`src/rtl/smt_iq_pkg.sv`:
```
package smt_iq_pkg;

    localparam int TAG_W = 6;
    localparam int AGE_W = 10;

    typedef logic [TAG_W-1:0] tag_t;
    typedef logic [AGE_W-1:0] age_t;

    typedef struct packed {
        logic live;
        logic tid;
        tag_t uop;
        tag_t src_a;
        tag_t src_b;
        logic rdy_a;
        logic rdy_b;
        age_t age;
    } slot_t;

    // Slots still owed to a thread holding occ entries.
    function automatic int reserve_gap(int occ, int rsv);
        return (occ >= rsv) ? 0 : (rsv - occ);
    endfunction

    function automatic logic tag_hit(logic wv, tag_t wt, tag_t src);
        return wv && (wt == src);
    endfunction

    function automatic age_t age_step(age_t a);
        return (&a) ? a : a + age_t'(1);
    endfunction

    function automatic slot_t fresh_slot(logic tid, tag_t uop, tag_t sa, tag_t sb,
                                         logic ra, logic rb, logic wv, tag_t wt);
        slot_t s;
        s.live  = 1'b1;
        s.tid   = tid;
        s.uop   = uop;
        s.src_a = sa;
        s.src_b = sb;
        s.rdy_a = ra | tag_hit(wv, wt, sa);
        s.rdy_b = rb | tag_hit(wv, wt, sb);
        s.age   = '0;
        return s;
    endfunction

endpackage

```
`src/rtl/smt_iq_admit.sv`:
```
module smt_iq_admit
    import smt_iq_pkg::*;
#(
    parameter int DEPTH = 12,
    parameter int RSV   = 2,
    parameter int CNT_W = 4
) (
    input  logic [CNT_W-1:0] occ0,
    input  logic [CNT_W-1:0] occ1,
    input  logic             want0,
    input  logic             want1,
    output logic             ok0,
    output logic             ok1
);

    int   room;
    logic fit0, fit1, clash, t0_wins;

    always_comb begin
        room    = DEPTH - int'(occ0) - int'(occ1);
        // Taking one slot must leave the other thread's outstanding reserve intact.
        fit0    = room > reserve_gap(int'(occ1), RSV);
        fit1    = room > reserve_gap(int'(occ0), RSV);
        // Both qualify for a single remaining slot: lighter thread wins, thread 0 on a tie.
        clash   = want0 && want1 && fit0 && fit1 && (room < 2);
        t0_wins = occ0 <= occ1;
        ok0     = fit0 && !(clash && !t0_wins);
        ok1     = fit1 && !(clash && t0_wins);
    end

endmodule

```
`src/rtl/smt_iq_pick.sv`:
```
module smt_iq_pick
    import smt_iq_pkg::*;
#(
    parameter int DEPTH = 12,
    parameter int IDX_W = 4
) (
    input  logic [DEPTH-1:0] req,
    input  age_t             ages [DEPTH],
    output logic             hit,
    output logic [IDX_W-1:0] idx
);

    age_t best;

    // Oldest requester wins; strict compare keeps the lower slot on equal age.
    always_comb begin
        hit  = 1'b0;
        idx  = '0;
        best = '0;
        for (int i = 0; i < DEPTH; i++) begin
            if (req[i] && (!hit || ages[i] > best)) begin
                hit  = 1'b1;
                idx  = IDX_W'(i);
                best = ages[i];
            end
        end
    end

endmodule

```
`src/rtl/smt_iq_vacancy.sv`:
```
module smt_iq_vacancy #(
    parameter int DEPTH = 12,
    parameter int IDX_W = 4
) (
    input  logic [DEPTH-1:0] vacant,
    output logic [IDX_W-1:0] first,
    output logic [IDX_W-1:0] second
);

    int seen;

    always_comb begin
        first  = '0;
        second = '0;
        seen   = 0;
        for (int i = 0; i < DEPTH; i++) begin
            if (vacant[i]) begin
                if (seen == 0)      first  = IDX_W'(i);
                else if (seen == 1) second = IDX_W'(i);
                seen = seen + 1;
            end
        end
    end

endmodule

```
`src/rtl/smt_issue_queue.sv`:
```
module smt_issue_queue
    import smt_iq_pkg::*;
#(
    parameter int DEPTH = 12,
    parameter int RSV   = 2
) (
    input  logic             clk,
    input  logic             rst,
    input  logic             t0_valid,
    input  logic [TAG_W-1:0] t0_uop,
    input  logic [TAG_W-1:0] t0_src_a,
    input  logic             t0_rdy_a,
    input  logic [TAG_W-1:0] t0_src_b,
    input  logic             t0_rdy_b,
    output logic             t0_ok,
    input  logic             t1_valid,
    input  logic [TAG_W-1:0] t1_uop,
    input  logic [TAG_W-1:0] t1_src_a,
    input  logic             t1_rdy_a,
    input  logic [TAG_W-1:0] t1_src_b,
    input  logic             t1_rdy_b,
    output logic             t1_ok,
    input  logic             wake_valid,
    input  logic [TAG_W-1:0] wake_tag,
    input  logic             flush_valid,
    input  logic             flush_tid,
    output logic             disp_valid,
    output logic [TAG_W-1:0] disp_uop,
    output logic             disp_tid
);

    localparam int IDX_W = (DEPTH > 1) ? $clog2(DEPTH) : 1;
    localparam int CNT_W = $clog2(DEPTH + 1);

    slot_t            q_view [DEPTH];
    age_t             ages   [DEPTH];
    logic [DEPTH-1:0] vacant;
    logic [DEPTH-1:0] eligible;
    logic [CNT_W-1:0] occ0, occ1;
    logic [IDX_W-1:0] pick_idx, free_a, free_b, slot0, slot1;
    logic             acc0, acc1;

    // Occupancy per thread and readiness including this cycle's broadcast.
    always_comb begin
        occ0 = '0;
        occ1 = '0;
        for (int i = 0; i < DEPTH; i++) begin
            vacant[i]   = !q_view[i].live;
            ages[i]     = q_view[i].age;
            eligible[i] = q_view[i].live
                        && (q_view[i].rdy_a || tag_hit(wake_valid, wake_tag, q_view[i].src_a))
                        && (q_view[i].rdy_b || tag_hit(wake_valid, wake_tag, q_view[i].src_b))
                        && !(flush_valid && q_view[i].tid == flush_tid);
            if (q_view[i].live) begin
                if (q_view[i].tid) occ1 = occ1 + CNT_W'(1);
                else               occ0 = occ0 + CNT_W'(1);
            end
        end
    end

    smt_iq_admit #(.DEPTH(DEPTH), .RSV(RSV), .CNT_W(CNT_W)) u_admit (
        .occ0(occ0), .occ1(occ1), .want0(t0_valid), .want1(t1_valid),
        .ok0(t0_ok), .ok1(t1_ok)
    );

    smt_iq_pick #(.DEPTH(DEPTH), .IDX_W(IDX_W)) u_pick (
        .req(eligible), .ages(ages), .hit(disp_valid), .idx(pick_idx)
    );

    smt_iq_vacancy #(.DEPTH(DEPTH), .IDX_W(IDX_W)) u_vac (
        .vacant(vacant), .first(free_a), .second(free_b)
    );

    assign acc0     = t0_valid && t0_ok;
    assign acc1     = t1_valid && t1_ok;
    assign slot0    = free_a;
    assign slot1    = acc0 ? free_b : free_a;
    assign disp_uop = q_view[pick_idx].uop;
    assign disp_tid = q_view[pick_idx].tid;

    for (genvar g = 0; g < DEPTH; g++) begin : g_slot
        slot_t cur, nxt;

        always_comb begin
            nxt = cur;
            if (cur.live) begin
                nxt.age   = age_step(cur.age);
                nxt.rdy_a = cur.rdy_a | tag_hit(wake_valid, wake_tag, cur.src_a);
                nxt.rdy_b = cur.rdy_b | tag_hit(wake_valid, wake_tag, cur.src_b);
            end
            if (disp_valid && pick_idx == IDX_W'(g))           nxt.live = 1'b0;
            if (flush_valid && cur.tid == flush_tid)           nxt.live = 1'b0;
            if (acc0 && slot0 == IDX_W'(g))
                nxt = fresh_slot(1'b0, t0_uop, t0_src_a, t0_src_b, t0_rdy_a, t0_rdy_b,
                                 wake_valid, wake_tag);
            if (acc1 && slot1 == IDX_W'(g))
                nxt = fresh_slot(1'b1, t1_uop, t1_src_a, t1_src_b, t1_rdy_a, t1_rdy_b,
                                 wake_valid, wake_tag);
        end

        always_ff @(posedge clk) begin
            if (rst) cur <= '0;
            else     cur <= nxt;
        end

        assign q_view[g] = cur;
    end

endmodule

```
`config.mk`:
```
export PLATFORM = sky130hd
export DESIGN_NAME = smt_issue_queue
export DESIGN_NICKNAME = d
export VERILOG_FILES = /design/src/rtl/smt_iq_pkg.sv /design/src/rtl/smt_iq_admit.sv /design/src/rtl/smt_iq_pick.sv /design/src/rtl/smt_iq_vacancy.sv /design/src/rtl/smt_issue_queue.sv
export SDC_FILE = /design/constraint.sdc
export NUM_CORES = 1
export LEC_CHECK = 0
export ABC_AREA = 0
export BUFFER_PORTS_ARGS = -buffer_cell sky130_fd_sc_hd__buf_4
export CAP_MARGIN = 25
export CORE_MARGIN = 3
export CORE_UTILIZATION = 35
export DETAILED_ROUTE_END_ITERATION = 12
export PLACE_DENSITY = 0.51
export SLEW_MARGIN = 15
export SYNTH_ARGS = -nofsm -noshare
export SYNTH_HDL_FRONTEND = slang
export SYNTH_HIERARCHICAL = 1
export SYNTH_SLANG_ARGS = --single-unit
export TNS_END_PERCENT = 30
```
`constraint.sdc`:
```
create_clock -name clk -period 42.6 [get_ports clk]
set_input_delay 4.26 -clock clk [delete_from_list [all_inputs] [get_ports clk]]
set_output_delay 4.26 -clock clk [all_outputs]
set_load 0.02 [all_outputs]
```
==> impl_summary.txt <==
----------------------------------------------------
[Status]
  Outcome ... completed

[Routing]
  Mean routed wirelength per cell ... roughly 21 um
  Number of vias after detailed routing ... 26800
  Drc violations ... 0
  Count of nets left with antenna violations after detail routing ... 0
  Violation count after the first detailed-routing iteration ... 1914
  Routed wire length ... ~100000 um
  Vias per cell ... 5.56
  Detailed Routing Iterations Pass 1 ... 5

[Yosys]
  Number of flops mapped to enable cells by yosys ... 0
  Synthesized area per cell ... 7.91 um2
  Proportion of synthesized chip area in sequential cells ... 0.259
  Async S/R FF share, synth ... 0
  Yosys warning count ... 6
  Seq cells post-synth ... between 300 and 400
  Number of standard cells after synthesis ... approximately 3700
  Cell variety after synth ... 128
  Leading register cell type out of synthesis ... dfxtp_1
  Cell Area, Synth ... 29600 um2

[STA]
  Time the final worst path needs with I/O delays and setup ... approximately 36000 ps
  Post-route clock skew ... between 50 and 60 ps
  Tcrit/Tclk final ... 0.847
  Max transition margin ... 0.302
  Summed negative setup slack over all endpoints ... 0 ps
  RSZ-0062 raised after global routing ... false
  Hold violation total from the final report ... 0
  Actual transition at the worst max-transition pin ... 1040 ps
  Count of endpoints failing setup in the final report ... 0
  Number of pins exceeding their max-slew limit in the final report ... 0
  Fmax ... between 20 and 30 MHz

[Placed design]
  Detailed placement HPWL ... ~70000 um
  Count of buffers inserted at the top-level ports ... 62
  Cell area reported after detailed placement ... between 30000 and 40000 um2
  Final weighted congestion in routability-driven placement ... 0.868

[Pwr]
  Lkg Pwr ... 0.0127 uW
  Total power draw ... 2900 uW
  Power density over the cells ... just under 90 nW/um2
  Max rail drop VDD ... 0.158 mV

[Worst setup path]
  Launching element type of the critical path ... primary input
  Slowest cell on crit path ... o311ai_4
  Critical Path Sink Type ... output port
  Required time of the critical path ... 38340 ps
  Largest fanout on the critical path ... 28
  Crit Path Category ... primary input to output port
  Largest stage delay, worst path ... roughly 730 ps
  WP data arrival ... 31810 ps

[Die]
  Die width ... 297 um
  FP Rows ... 106
  Floorplan die area ... just under 90000 um2
  Core area ... roughly 84000 um2
  Effective utilization at floorplan ... 0.353
  Boundary pin count ... 63
  Die Ht ... 297 um

[Clocking]
  Clock root buffer master ... clkbuf_16
  Post-CTS setup buffer count ... 0
  CTS tree ... built
  CTS clk-pin slew, worst paths ... roughly 60 ps
  Clk buf depth ... 3
  Post_cts resized ... 0
  Clk_lat worst skew ... 620 ps
  H-tree Lvls ... 2
  Number of clock buffers inserted by TritonCTS ... 46
  Count of hold-fix buffers inserted at cts ... 0
  Num Clock Sinks ... around 380

[Cells and area]
  Final design area excluding fillers ... 32600 um2
  Share of final-layout standard cells stronger than drive strength 1 ... 0.100
  Area Growth Syn to Fin ... 10.0%
  Most frequent cells in the layout ... nor2_1, nand2_1, dfxtp_1
  Most common library cell in the layout ignoring fill and taps ... nor2_1
  Diode insertion count for antenna repair ... 0
  Final nets ... 3897

[Global routing]
  Number of antenna violations at the first check in global routing ... 0
  Wire length of the first global-routing pass ... 153000 um
  Combined global-route utilization of all metal layers ... 0.220
  Global route total overflow ... 0
  Pin count of the biggest net entering global routing ... 94
  Via count of the first global-routing pass ... about 25000

[Worst hold path]
  Hold Crit Class ... flip-flop to flip-flop

[Job]
  MaxCap Viol Count ... 0

----------------------------------------------------
logic make-up (layout without fill, tap and decap cells):
kind of cell,count (synthesis),in the layout,share of synthesized area
xor gates and xnor gates,379,379,0.125
muxes,196,196,0.0772
buffers and inverters,397,333,0.0547
and+or+nand+nor,1511,1511,0.230
adders and majority gates,192,192,0.0813
other,1,2,0.000127
AOI/OAI and AO/OA,686,686,0.172
DFF,384,384,0.259
final cells by class:
type | count | area (um2)
timing repair buffer | 110 | 988
fill | 8683 | 51200
clock buffer | 67 | 1370
tap | 1134 | 1420
multi-input combinational | 2966 | 20400
sequential | 384 | 7690
clock inverter | 11 | 176
inverter | 145 | 547
cells in the mapped netlist, types with 5 or more instances:
cell type,number,area (um2)
nand2b_1,30,188
nand4b_1,5,43.8
nand3_1,99,495
or3_1,16,100
nor3_1,46,230
o21a_1,16,120
and2_1,13,81.3
buf_2,11,55.1
a21oi_1,114,571
nor2b_1,16,100
o21bai_1,9,67.6
buf_6,11,124
xnor2_4,5,138
o21ai_0,83,415
nand2_1,499,1870
mux2i_1,134,1340
xnor2_1,189,1660
o211ai_1,23,173
o31ai_1,9,67.6
a311oi_1,129,1130
inv_1,143,537
ha_1,190,2380
nor4_1,46,288
a211oi_1,102,766
a21o_1,30,225
or2_2,11,68.8
nand4_1,98,613
o21ai_1,12,60.1
a31o_2,11,96.3
and4_1,6,52.6
dfxtp_1,384,7690
nor2_1,545,2050
a31oi_1,25,156
and3_1,28,175
o22ai_1,22,138
mux4_2,21,473
nand3b_1,19,143
a2111oi_0,10,87.6
a221oi_2,7,105
clkbuf_1,186,698
mux2_2,40,450
xnor3_1,5,113
xnor2_2,9,146
xor2_1,160,1400
buf_1,37,139
stage by stage:
step	setup WS (ps)	hold slack [ps]	utilization	instances
after floorplan	9620	455	-	3747
after global placement	7060	468	0.368	4727
after detailed placement	6600	467	0.368	4729
after CTS	6570	481	0.386	4807
after global routing	4650	497	0.389	4817
final	6530	481	0.389	4817
worst max-delay path, delay by kind of cell:
family	cells	cell delay, ps
buf+inv	8	1710
xor+xnor	1	200
simple gates	37	7500
compound gates	59	13310
mux	4	1590
fa+ha+maj	11	3100
flip-flops by register name (all words and copies together) (netlist names):
signal      count
g_slot.cur    264
ages          120
report_power, final:
group / switching (uW) / internal (uW)
logic: 1300 / 713
registers: 45.0 / 433
clock network: 168 / 236
total: 1510 / 1380
routing by layer:
metal	global-route usage	wire (um)
met2	0.349	44500
met3	0.0279	6330
met1	0.309	46700
met5	0	0
met4	0.0720	3250
path summary, 6_finish.rpt:
check / startpoint / end / slack (ps) / cells after the start
worst max-delay path: wake_tag[3] / disp_tid / 6530 / 120
worst max register to register: g_slot[0].cur[21] / g_slot[4].cur[31] / 15450 / 119
worst min-delay path: g_slot[10].cur[27] / g_slot[10].cur[27] / 480 / 2
worst min register to register: g_slot[10].cur[27] / g_slot[10].cur[27] / 480 / 2
No activity file was read; power rests on OpenSTA's default activity.
